<file path="src/rtl/supply_guard.sv">
module supply_guard #(
  parameter int RECOV_TICKS = 2
) (
  input  logic clk,
  input  logic rst_n,
  input  logic sup_run_ok,
  input  logic sup_below_prot,
  input  logic sup_above_sw,
  input  logic ms_tick,
  output logic access_en,
  output logic out_hiz,
  output logic bat_sel,
  output logic bat_armed
);
  localparam int CW = $clog2(RECOV_TICKS + 1);
  localparam logic [CW-1:0] CNT_END = CW'(RECOV_TICKS);

  typedef enum logic [2:0] {
    S_SEALED, S_RUN, S_GUARD, S_BATT, S_WAKE
  } state_t;

  state_t st, nxt;
  logic [CW-1:0] cnt;
  logic armed_q;
  logic rec_done;

  assign rec_done = (cnt == CNT_END);

  always_comb begin
    nxt = st;
    unique case (st)
      S_SEALED: if (!sup_below_prot && sup_above_sw) nxt = S_WAKE;
      S_RUN:    if (sup_below_prot) nxt = S_GUARD;
      S_GUARD:  if (!sup_above_sw) nxt = S_BATT;
                else if (!sup_below_prot) nxt = S_WAKE;
      S_BATT:   if (sup_above_sw) nxt = S_GUARD;
      S_WAKE:   if (sup_below_prot) nxt = sup_above_sw ? S_WAKE : S_BATT;
                else if (rec_done && sup_run_ok) nxt = S_RUN;
      default:  nxt = S_SEALED;
    endcase
  end

  always_ff @(posedge clk or negedge rst_n) begin
    if (!rst_n) begin
      st      <= S_SEALED;
      armed_q <= 1'b0;
      cnt     <= '0;
    end else begin
      st <= nxt;
      if (st == S_SEALED && nxt == S_WAKE) armed_q <= 1'b1;
      if (st != S_WAKE || sup_below_prot) cnt <= '0;
      else if (ms_tick && !rec_done) cnt <= cnt + 1'b1;
    end
  end

  assign access_en = (st == S_RUN);
  assign out_hiz   = (st != S_RUN);
  assign bat_sel   = (st == S_BATT);
  assign bat_armed = armed_q;

  p_sealed_sel_r2: assert property (@(posedge clk) disable iff (!rst_n)
    !bat_armed |-> !bat_sel);
  p_armed_sticky_r3: assert property (@(posedge clk) disable iff (!rst_n)
    bat_armed |=> bat_armed);
  p_drive_excl_r4: assert property (@(posedge clk) disable iff (!rst_n)
    access_en |-> (!out_hiz && !bat_sel));
  p_dip_block_r4: assert property (@(posedge clk) disable iff (!rst_n)
    (access_en && sup_below_prot) |=> !access_en);
  p_release_r5: assert property (@(posedge clk) disable iff (!rst_n)
    $rose(access_en) |-> ($past(rec_done) && $past(sup_run_ok)));
  p_batt_hold_r6: assert property (@(posedge clk) disable iff (!rst_n)
    (bat_sel && !sup_above_sw) |=> bat_sel);
endmodule

</file>
<file path="config.mk">
export PLATFORM = sky130hd
export DESIGN_NAME = supply_guard
export DESIGN_NICKNAME = d
export VERILOG_FILES = /design/src/rtl/supply_guard.sv
export SDC_FILE = /design/constraint.sdc
export NUM_CORES = 1
export LEC_CHECK = 0
export ABC_AREA = 1
export ABC_CLOCK_PERIOD_IN_PS = 1500
export BUFFER_PORTS_ARGS = -buffer_cell sky130_fd_sc_hd__buf_4
export CORE_AREA = 3 3 40 42
export CTS_BUF_LIST = sky130_fd_sc_hd__clkbuf_8
export DETAILED_ROUTE_END_ITERATION = 10
export DIE_AREA = 0 0 43 45
export MAX_ROUTING_LAYER = met4
export PLACE_DENSITY = 0.51
export SLEW_MARGIN = 20
export SYNTH_ARGS = -nofsm -noshare
export SYNTH_HDL_FRONTEND = slang
export SYNTH_SLANG_ARGS = --single-unit
</file>
<file path="constraint.sdc">
create_clock -name clk -period 1.5 [get_ports clk]
set_input_delay 0.3 -clock clk [delete_from_list [all_inputs] [get_ports clk]]
set_output_delay 0.3 -clock clk [all_outputs]
set_load 0.05 [all_outputs]
</file>
==> results.txt, run 1 <==
From bottom edge to top edge, the die measures 45 um. The count of clock tree sinks is 6. The final clock period utilization by the worst path is 93.3%. The power per unit of standard cell area came out at 1550 nW/um^2.

The weighted congestion at the end of routability-driven global placement is a little over 0.8. The routed design has 723 um of wire. The clock tree skew after final layout came out at between 2 and 3 ps. The maximum count of clock buffers along a single path is 2. In the layout the commonest cells are sky130_fd_sc_hd__nand2_1, sky130_fd_sc_hd__buf_4, sky130_fd_sc_hd__nor2_1.

TritonCTS built the clock tree. At the worst endpoint, the required time is 1200 ps. In the final design database the tool counted 76 nets. The number of rows in the core area is 13. The count of unique library cells instantiated by Yosys came out at 15. Broken down by cell family, the worst path's largest delay share belongs to flip-flops. After detailed routing, the number of remaining DRC violations is 0. The Yosys step of the flow raised 0 warnings. Setup repair after global routing left no endpoint under its margin. By area the synthesized netlist is led by sky130_fd_sc_hd__dfrtp_1, sky130_fd_sc_hd__nand2_1, sky130_fd_sc_hd__nand3_1.

The number of hold violations in the final report came out at 0. The area added between synthesis and finish came out at 35.5%. The number of routed nets with antenna violations came out at 0. The worst endpoint data arrival time is 1100 ps.

The number of buffers created by CTS is 3. The source-to-sink clock delay at the later pin of the worst-skew pair came out at 220 ps. The die covers roughly 1900 sq um. Setup total negative slack on the finished layout was measured at 0 ps. At the pin with the least slew margin, the transition time is 279 ps. The fraction of final layout cells with drive strength greater than 1 is 34.3%. The post-synthesis instance total came out at 54. The post-synthesis sequential area ratio is about two fifths. The clock transition at the registers of the reported paths is 40 ps. After detailed routing, the number of vias per cell comes to 4.33. Headroom to the max-slew limit came out at 81.3%. The number of I/O pins came out at 10. The flow ran to the end, and the final reports show no timing, DRC or antenna violations.

The region available for standard cell placement spans 1280 sq um. The setup path with the least slack is of type reg -> out. The detailed router finished its first iteration with 6 violations. The static power due to leakage came out at 0.281 nW. The number of diodes came out at 0.

The category of the worst setup path capture point is an output port. The worst voltage drop across the vdd grid is ~410 uV. The via count of the first global-routing pass is 310. The synthesized net count came out at 61. The flop and latch count out of synthesis came out at 6. The leading cell type in the layout, fill and taps excluded is sky130_fd_sc_hd__nand2_1.

STA classifies the critical path startpoint as a register. sky130_fd_sc_hd__dfrtp_1 takes more of the synthesized area than any other cell. The number of buffers and inverters on the critical path is 3. Static timing analysis puts the maximum clock frequency at about 710 MHz. The first global-routing pass estimated ~1.3 mm of wire. The proportion of netlist area held by the largest area contributor came out at roughly two fifths. In this run the worst path has a maximum fanout of 4. The post-synthesis instance area is 388 sq um. The root buffer cell chosen for the clock tree is sky130_fd_sc_hd__clkbuf_8. The post-layout minimum cycle time came out at 1400 ps. The number of antenna violations at the first check in global routing is 0. The initial utilization of the core area, before any placement, comes to 30.2%.

Walking the worst path, the cells encountered are inv_2 > nand3_1 > inv_1 > buf_4. The library cell contributing the largest single delay on the critical path is sky130_fd_sc_hd__dfrtp_1. The average cell area after synthesis came out at 7.18 sq um. The final-report max-slew violation count came out at 0.

The number of setup violations in the final report is 0. Max-cap violations in this run came to 0. Once detailed placement completed, the half-perimeter wirelength came to 600 um. The final global-route overflow total is 0. The delay of the slowest cell on the worst path came out at 400 ps. For this block, the via count after detailed routing is 355. The min-delay analysis places its worst path in the category in -> reg. The total track usage came out at 9.59%. The utilization after layout came out at about 41%. The pin count of the biggest net entering global routing came out at 7.

The floorplan die width is between 40 and 50 um. In the final routed layout, each cell accounts on average for a little under 9 um. The H-tree level count came out at 1.

The first detailed-routing pass took 4 iterations. The total chip power came out at 0.000814 W. The count of input and output buffers came out at 9.
-- sequential cells by signal, indices dropped and copies added (netlist names) --
register   cells
bat_armed      1
st             3
cnt            2
-- cells in the mapped netlist --
master / instances
sky130_fd_sc_hd__ha_1: 1
sky130_fd_sc_hd__a31o_2: 1
sky130_fd_sc_hd__or2_1: 1
sky130_fd_sc_hd__nor2_2: 1
sky130_fd_sc_hd__nand3_2: 3
sky130_fd_sc_hd__inv_1: 6
sky130_fd_sc_hd__xor2_1: 1
sky130_fd_sc_hd__a21oi_1: 1
sky130_fd_sc_hd__inv_2: 5
sky130_fd_sc_hd__o21ai_1: 1
sky130_fd_sc_hd__nand3_1: 6
sky130_fd_sc_hd__dfrtp_1: 6
sky130_fd_sc_hd__nand2_1: 12
sky130_fd_sc_hd__a21oi_2: 1
sky130_fd_sc_hd__nor2_1: 8
-- final timing paths --
check | startpoint | depth (start not counted) | to | slack [ps]
worst max-delay path | st[2]$_DFF_PN0_ | 4 | bat_sel | 100
worst min-delay path | sup_above_sw | 4 | st[0]$_DFF_PN0_ | 400
worst max register to register | cnt[0]$_DFFE_PN0P_ | 6 | cnt[1]$_DFFE_PN0P_ | 350
worst min register to register | bat_armed$_DFFE_PN0P_ | 1 | bat_armed$_DFFE_PN0P_ | 460
max in group asynchronous | rst_n | 2 | bat_armed$_DFFE_PN0P_ | 960
min in group asynchronous | rst_n | 2 | st[2]$_DFF_PN0_ | 430
-- metal layers --
layer / global-route usage (%) / up-vias / routed length (um)
met1: 12.3 / 152 / 341
met4: 9.04 / 0 / 17
met2: 12.0 / 5 / 346
met5: - / - / 0
li1: - / 196 / -
met3: 2.39 / 2 / 18
-- tightest hold or removal path, stage by stage --
cell                      delay [ps]
sky130_fd_sc_hd__buf_4           100
sky130_fd_sc_hd__nand2_1          50
sky130_fd_sc_hd__nand2_1          70
sky130_fd_sc_hd__nand3_2          60
-- per-stage QoR --
step	area [sq um]	hold slack [ps]	setup WS (ps)	std cells
after floorplan	388	4.41	24.5	54
after detailed placement	474	110	332	78
final	526	398	100	82
after global routing	526	414	24.4	82
after CTS	526	395	90.2	82
after global placement	474	108	311	78
-- kinds of logic (layout without fill, tap and decap cells) --
| group | after synthesis | count (layout) | synth area share, % |
|---|---|---|---|
| DFF | 6 | 6 | 38.7 |
| adders and majority gates | 1 | 1 | 3.23 |
| buffers and inverters | 11 | 24 | 10.6 |
| and+or+nand+nor | 31 | 31 | 38.1 |
| AOI/OAI and AO/OA | 4 | 4 | 7.10 |
| xor gates and xnor gates | 1 | 1 | 2.26 |
-- area by class of cell --
class	count	area (sq um)
inverters	11	41.3
clock buffers	3	41.3
repair buffers	10	77.6
fillers	131	759
well taps	15	18.8
flip-flops and latches	6	150
multi-input cells	37	196
-- power breakdown --
| part | switching [W] | leakage, nW | internal (W) | total [W] |
|---|---|---|---|---|
| clock network | 0.0000676 | 0.0216 | 0.000172 | 0.000240 |
| logic | 0.000215 | 0.184 | 0.000113 | 0.000328 |
| registers | 0.0000474 | 0.0754 | 0.000199 | 0.000246 |
| total | 0.000330 | 0.281 | 0.000484 | 0.000814 |
-- timing repair --
item,in CTS,in global routing
hold buffers,1,0
setup endpoints to repair,0,0
buffers inserted,0,0
hold endpoints to repair,6,0
gates resized for setup,0,0
Power figures use the tool's default switching activity.
==> run 2: changes to the inputs <==
--- a/config.mk
+++ b/config.mk
@@ -15,4 +15,5 @@
 export MAX_ROUTING_LAYER = met4
 export PLACE_DENSITY = 0.51
+export SKIP_CTS_REPAIR_TIMING = 1
 export SLEW_MARGIN = 20
 export SYNTH_ARGS = -nofsm -noshare
==> constraint.sdc (replaced) <==
create_clock -name clk -period 1.5 [get_ports clk]
set_input_delay 0.225 -clock clk [delete_from_list [all_inputs] [get_ports clk]]
set_output_delay 0.225 -clock clk [all_outputs]
set_load 0.05 [all_outputs]
==> results.txt, run 2 (synthesis gave the netlist of run 1 again) <==
Run status: finished, final reports clean (unchanged). The type of the setup path with the least slack is reg -> out (unchanged). The tightest hold margin is 327 ps (was 398 ps). The starting utilization of the core area came to 30.2% (unchanged). The filler cell count is 138 (was 131). The final sum of negative setup slack is 0 ps (unchanged). The final-report max-slew violation count is 0 (unchanged). The number of optimization iterations in the first detailed-route pass came out at 4 (unchanged). The final global-route overflow total is 0 (unchanged). The clock tree skew after final layout came out at 0.934 ps (was 2.51 ps).

The number of vias in the routed layout came out at 368 (was 355). RSZ-0062 raised after global routing: no (unchanged). The number of setup violations in the final report came out at 0 (unchanged). The category of the worst setup path capture point is an output port (unchanged). The CTS tree is built (unchanged). The total track usage came out at 10.8% (was 9.59%). The largest fanout on the critical path was 4 (unchanged). The number of non-filler instances in the completed layout is 82 (unchanged). The wire length per cell was 10.1 um (was 8.82 um). The number of rows in the core area is 13 (unchanged). The power per unit of standard cell area is 1570 nW/um^2 (was 1550 nW/um^2).

The critical path startpoint category is a register (unchanged). The core region area is 1280 sq um (unchanged). The overall routed net length was 825 um (was 723 um). The static power due to leakage came to 0.281 nW (unchanged). The worst endpoint data arrival time came out at 1100 ps (about the same). The worst voltage drop across the vdd grid is 535 uV (was 407 uV). The number of antenna violations at the first check in global routing is 0 (unchanged). The weighted congestion at the end of routability-driven global placement is 0.746 (was 0.810).

The leading cell type in the layout, fill and taps excluded is sky130_fd_sc_hd__nand2_1 (unchanged). The final net count is 76 (unchanged). The number of I/O pins came out at 10 (unchanged).

The total of max-cap violations is 0 (unchanged). The final clock period utilization by the worst path came out at 88.0% (was 93.3%). The DRC violation total after the first TritonRoute iteration was 4 (was 6). The normalized max-slew margin is 85.3% (was 81.3%). The critical path data required time is 1270 ps (was 1200 ps).

The fraction of final layout cells with drive strength greater than 1 is 34.3% (unchanged). The register with the most flip-flops is st (unchanged). The pin count of the biggest net entering global routing is 7 (unchanged). The first-pass GRT wire length came out at 1.40 mm (was 1.28 mm). The number of buffers created by CTS is 3 (unchanged).

The worst-margin pin slew was 220 ps (was 279 ps). The count of clock tree sinks came to 6 (unchanged). The depth of the most critical reg-to-reg path is 6 (unchanged). The maximum clock rate came to 757 MHz (was 715 MHz).

The flip-flop count of the largest register after layout is 3 (unchanged). The area added between synthesis and finish is 35.5% (unchanged). The number of hold violations in the final report came out at 0 (unchanged). The number of routed nets with antenna violations came out at 0 (unchanged). The post-layout minimum cycle time is 1320 ps (was 1400 ps).

The full die area is 1940 sq um (unchanged). The path category of the worst min-delay check is in -> reg (unchanged). The placed instance count came out at 78 (unchanged). The via count of the first global-routing pass is 349 (was 310). The H-tree level count is 1 (unchanged). The number of remaining DRC errors is 0 (unchanged). Commonest cells after routing, fill and taps aside: sky130_fd_sc_hd__nand2_1, sky130_fd_sc_hd__buf_4, sky130_fd_sc_hd__nor2_1 (unchanged). The floorplan die width came out at 43 um (unchanged). The post-route cell area is 526 sq um (unchanged).

The standard cell area after detailed placement is 474 sq um (unchanged). The root buffer selected by CTS is sky130_fd_sc_hd__clkbuf_8 (unchanged). The number of diodes came to 0 (unchanged). The maximum count of clock buffers along a single path is 2 (unchanged). The number of cells traversed by the worst hold path is 4 (unchanged).

The detailed-placement wirelength estimate came out at 675 um (was 600 um). The clock transition at the registers of the reported paths came out at 30 ps (was 40 ps). The average via count per standard cell came out at 4.49 (was 4.33). The source-to-sink clock delay at the later pin of the worst-skew pair is 220 ps (about the same). The count of input and output buffers came to 9 (unchanged). The die span in y was 45 um (unchanged).
[run 2: cell counts in the layout (fill, tap and decap cells not counted)]
No cell type changed its count.
[run 2: layout make-up]
type | count | area [sq um] | share of cell area [%]
Multi-Input combinational cell | 37 | 196 | 37.4
Sequential cell | 6 | 150 | 28.6
Timing Repair Buffer | 10 | 77.6 | 14.8
Clock buffer | 3 | 41.3 | 7.86
Inverter | 11 | 41.3 | 7.86
Tap cell | 15 | 18.8 | 3.57
[run 2: worst max-delay path: stages (launching register included)]
cell	delay, ps
sky130_fd_sc_hd__dfrtp_1	400
sky130_fd_sc_hd__inv_2	90
sky130_fd_sc_hd__nand3_1	110
sky130_fd_sc_hd__inv_1	80
sky130_fd_sc_hd__buf_4	190
[run 2: worst paths after layout]
| check | startpoint | end | slack [ps] |
|---|---|---|---|
| min in group asynchronous | rst_n | bat_armed$_DFFE_PN0P_ | 350 |
| max | st[2]$_DFF_PN0_ | bat_sel | 180 |
| min | ms_tick | cnt[1]$_DFFE_PN0P_ | 330 |
| max in group asynchronous | rst_n | st[2]$_DFF_PN0_ | 1040 |
| max reg2reg | cnt[0]$_DFFE_PN0P_ | cnt[1]$_DFFE_PN0P_ | 340 |
| min reg2reg | bat_armed$_DFFE_PN0P_ | bat_armed$_DFFE_PN0P_ | 470 |
[run 2: per-stage QoR]
step / setup WS [ps] / utilization [%] / total power [W]
CTS: 169 / 40.1 / 0.000834
global placement: 375 / 36.9 / 0.000586
finish: 179 / 40.9 / 0.000825
floorplan: 99.5 / - / 0.000491
detailed placement: 331 / 36.9 / 0.000588
global route: 118 / 40.9 / 0.000888
[run 2: power breakdown]
group | switching (W) | total [W] | leakage, nW | internal (W)
registers | 0.0000480 | 0.000246 | 0.0754 | 0.000199
clock network | 0.0000659 | 0.000238 | 0.0216 | 0.000172
logic | 0.000227 | 0.000341 | 0.184 | 0.000113
total | 0.000341 | 0.000825 | 0.281 | 0.000484
[run 2: metal layers]
metal  routed length [um]  up-vias  track usage (%)  part of all wire, %
met3                   19        4             2.39                  2.3
met5                    0        -                -                    0
met1                  364      163             11.6                   44
li1                     -      194                -                    -
met2                  410        7             15.3                   50
met4                   31        0             12.7                  3.8
==> run 3: changes to the inputs <==
Settings changed: BUFFER_PORTS_ARGS -buffer_cell sky130_fd_sc_hd__buf_4 to -buffer_cell sky130_fd_sc_hd__buf_2, GPL_TIMING_DRIVEN set to 0.
==> results.txt, run 3 (synthesis gave the netlist of run 1 again) <==
The total track usage is 10.8% (unchanged). The library cell contributing the largest single delay on the critical path was sky130_fd_sc_hd__dfrtp_1 (unchanged). The post-layout minimum cycle time is 1360 ps (was 1320 ps). The wire length per cell is 8.94 um (was 10.1 um). The core region area was 1280 sq um (unchanged).

The number of hold violations in the final report came to 0 (unchanged). The category of the worst setup path capture point is an output port (unchanged). The critical path data required time came out at 1270 ps (about the same). The number of I/O pins came out at 10 (unchanged). The weighted congestion at the end of routability-driven global placement came out at 0.720 (was 0.746). The normalized max-slew margin was 84.2% (was 85.3%). The number of diodes is 0 (unchanged). The number of vias in the routed layout is 344 (was 368). The final net count came out at 76 (unchanged).

The largest fanout on the critical path came to 4 (unchanged). Commonest cells after routing, fill and taps aside: sky130_fd_sc_hd__nand2_1, sky130_fd_sc_hd__buf_2, sky130_fd_sc_hd__nor2_1 (was sky130_fd_sc_hd__nand2_1, sky130_fd_sc_hd__buf_4, sky130_fd_sc_hd__nor2_1). The destination of the worst register-to-register timing path is cnt[1]$_DFFE_PN0P_ (unchanged). The standard cell area after detailed placement is 452 sq um (was 474 sq um). The post-route cell area is 503 sq um (was 526 sq um). The type of the setup path with the least slack is reg -> out (unchanged).

The maximum count of clock buffers along a single path is 2 (unchanged). The start of the worst register-to-register path is cnt[0]$_DFFE_PN0P_ (unchanged). The full die area is 1940 sq um (unchanged). The hold-critical path endpoint is cnt[1]$_DFFE_PN0P_ (unchanged).

The clock transition at the registers of the reported paths is 30 ps (about the same). The average via count per standard cell came out at 4.20 (was 4.49). The reg2reg setup slack was 360 ps (was 340 ps).

The fraction of final layout cells with drive strength greater than 1 is 34.3% (unchanged). The number of optimization iterations in the first detailed-route pass was 2 (was 4). The path category of the worst min-delay check is in -> reg (unchanged). The number of routed nets with antenna violations came to 0 (unchanged). The number of buffers created by CTS came out at 3 (unchanged). The flip-flop count of the largest register after layout came to 3 (unchanged). Ordered list of cells on the worst path: inv_2 > nand3_1 > inv_1 > buf_2 (was inv_2 > nand3_1 > inv_1 > buf_4). The delay of the slowest cell on the worst path came out at 400 ps (about the same). The DRC violation total after the first TritonRoute iteration was 3 (was 4).

The die span in y was 45 um (unchanged). The total of max-cap violations is 0 (unchanged). The first-pass GRT wire length came to 1.39 mm (was 1.40 mm). The worst voltage drop across the vdd grid is 686 uV (was 535 uV). The maximum clock rate was 733 MHz (was 757 MHz). The number of antenna violations at the first check in global routing is 0 (unchanged). The final clock period utilization by the worst path came out at 90.9% (was 88.0%).

The number of rows in the core area came out at 13 (unchanged). The pin count of the biggest net entering global routing was 7 (unchanged). The launch point of the worst hold path was ms_tick (unchanged). The via count of the first global-routing pass was 328 (was 349). The floorplan die width came out at 43 um (unchanged). The clock tree skew after final layout came out at 3.08 ps (was 0.934 ps). The number of cells traversed by the worst hold path is 4 (unchanged). The CTS tree is built (unchanged). The root buffer selected by CTS is sky130_fd_sc_hd__clkbuf_8 (unchanged). The static power due to leakage came to 0.273 nW (was 0.281 nW). The depth of the most critical reg-to-reg path is 6 (unchanged). The final global-route overflow total was 0 (unchanged). The final sum of negative setup slack came out at 0 ps (unchanged). The count of input and output buffers is 9 (unchanged).

The worst endpoint data arrival time came out at 1140 ps (was 1100 ps). The count of clock tree sinks came out at 6 (unchanged). The number of remaining DRC errors is 0 (unchanged). The detailed-placement wirelength estimate was 609 um (was 675 um). The H-tree level count is 1 (unchanged).

The starting utilization of the core area is 30.2% (unchanged). The overall routed net length came out at 733 um (was 825 um). The source-to-sink clock delay at the later pin of the worst-skew pair is 220 ps (about the same).

Run status: finished, final reports clean (unchanged). RSZ-0062 raised after global routing: no (unchanged). The leading cell type in the layout, fill and taps excluded was sky130_fd_sc_hd__nand2_1 (unchanged). The critical path startpoint category is a register (unchanged). The final-report max-slew violation count came out at 0 (unchanged). The register with the most flip-flops is st (unchanged). The number of setup violations in the final report was 0 (unchanged). The area added between synthesis and finish came to 29.7% (was 35.5%).

The worst-margin pin slew is 236 ps (was 220 ps). The power per unit of standard cell area came out at 1580 nW/um^2 (was 1570 nW/um^2).
-- run 3: through the flow --
stage                     hold WS (ps)  total power, W  worst slack (ps)  std cells  util, %
after CTS                         -180        0.000805               122         81     38.4
after floorplan                  -70.6        0.000491              99.5         54        -
final                              337        0.000795               136         82     39.1
after global placement            52.4        0.000565               357         78     35.2
after global routing               352        0.000869              34.9         82     39.1
after detailed placement          55.4        0.000563               355         78     35.2
-- run 3: worst max-delay path, delay by kind of cell (launching register included) --
family / cells / cell delay [ps]
buffers and inverters: 3 / 410
flip-flops: 1 / 400
AND/OR/NAND/NOR: 1 / 110
-- run 3: worst max path at each step --
stage	startpoint	endpoint	slack [ps]	depth (start not counted)
final	st[2]$_DFF_PN0_	bat_sel	140	4
after global routing	st[0]$_DFF_PN0_	bat_sel	30	3
after CTS	st[2]$_DFF_PN0_	bat_sel	120	4
after detailed placement	st[2]$_DFF_PN0_	bat_sel	350	4
after global placement	st[2]$_DFF_PN0_	bat_sel	360	4
after floorplan	st[1]$_DFF_PN0_	access_en	100	3
-- run 3: layout make-up --
type,instances,area [sq um]
Fill cell,139,782
Multi-Input combinational cell,37,196
Sequential cell,6,150
Timing Repair Buffer,10,55.1
Clock buffer,3,41.3
Inverter,11,41.3
Tap cell,15,18.8
-- run 3: routing by layer --
metal,routed length [um],vias to the layer above,part of all wire (%),global-route usage [%]
met1,356,142,49,12.4
met3,32,2,4.4,4.78
met5,0,-,0,-
li1,-,193,-,-
met4,19,0,2.6,9.04
met2,324,7,44,14.4
-- run 3: power breakdown --
group / switching (W) / total (W) / leakage (nW) / internal (W)
registers: 0.0000456 / 0.000244 / 0.0754 / 0.000199
logic: 0.000219 / 0.000316 / 0.176 / 0.0000967
clock network: 0.0000634 / 0.000235 / 0.0216 / 0.000172
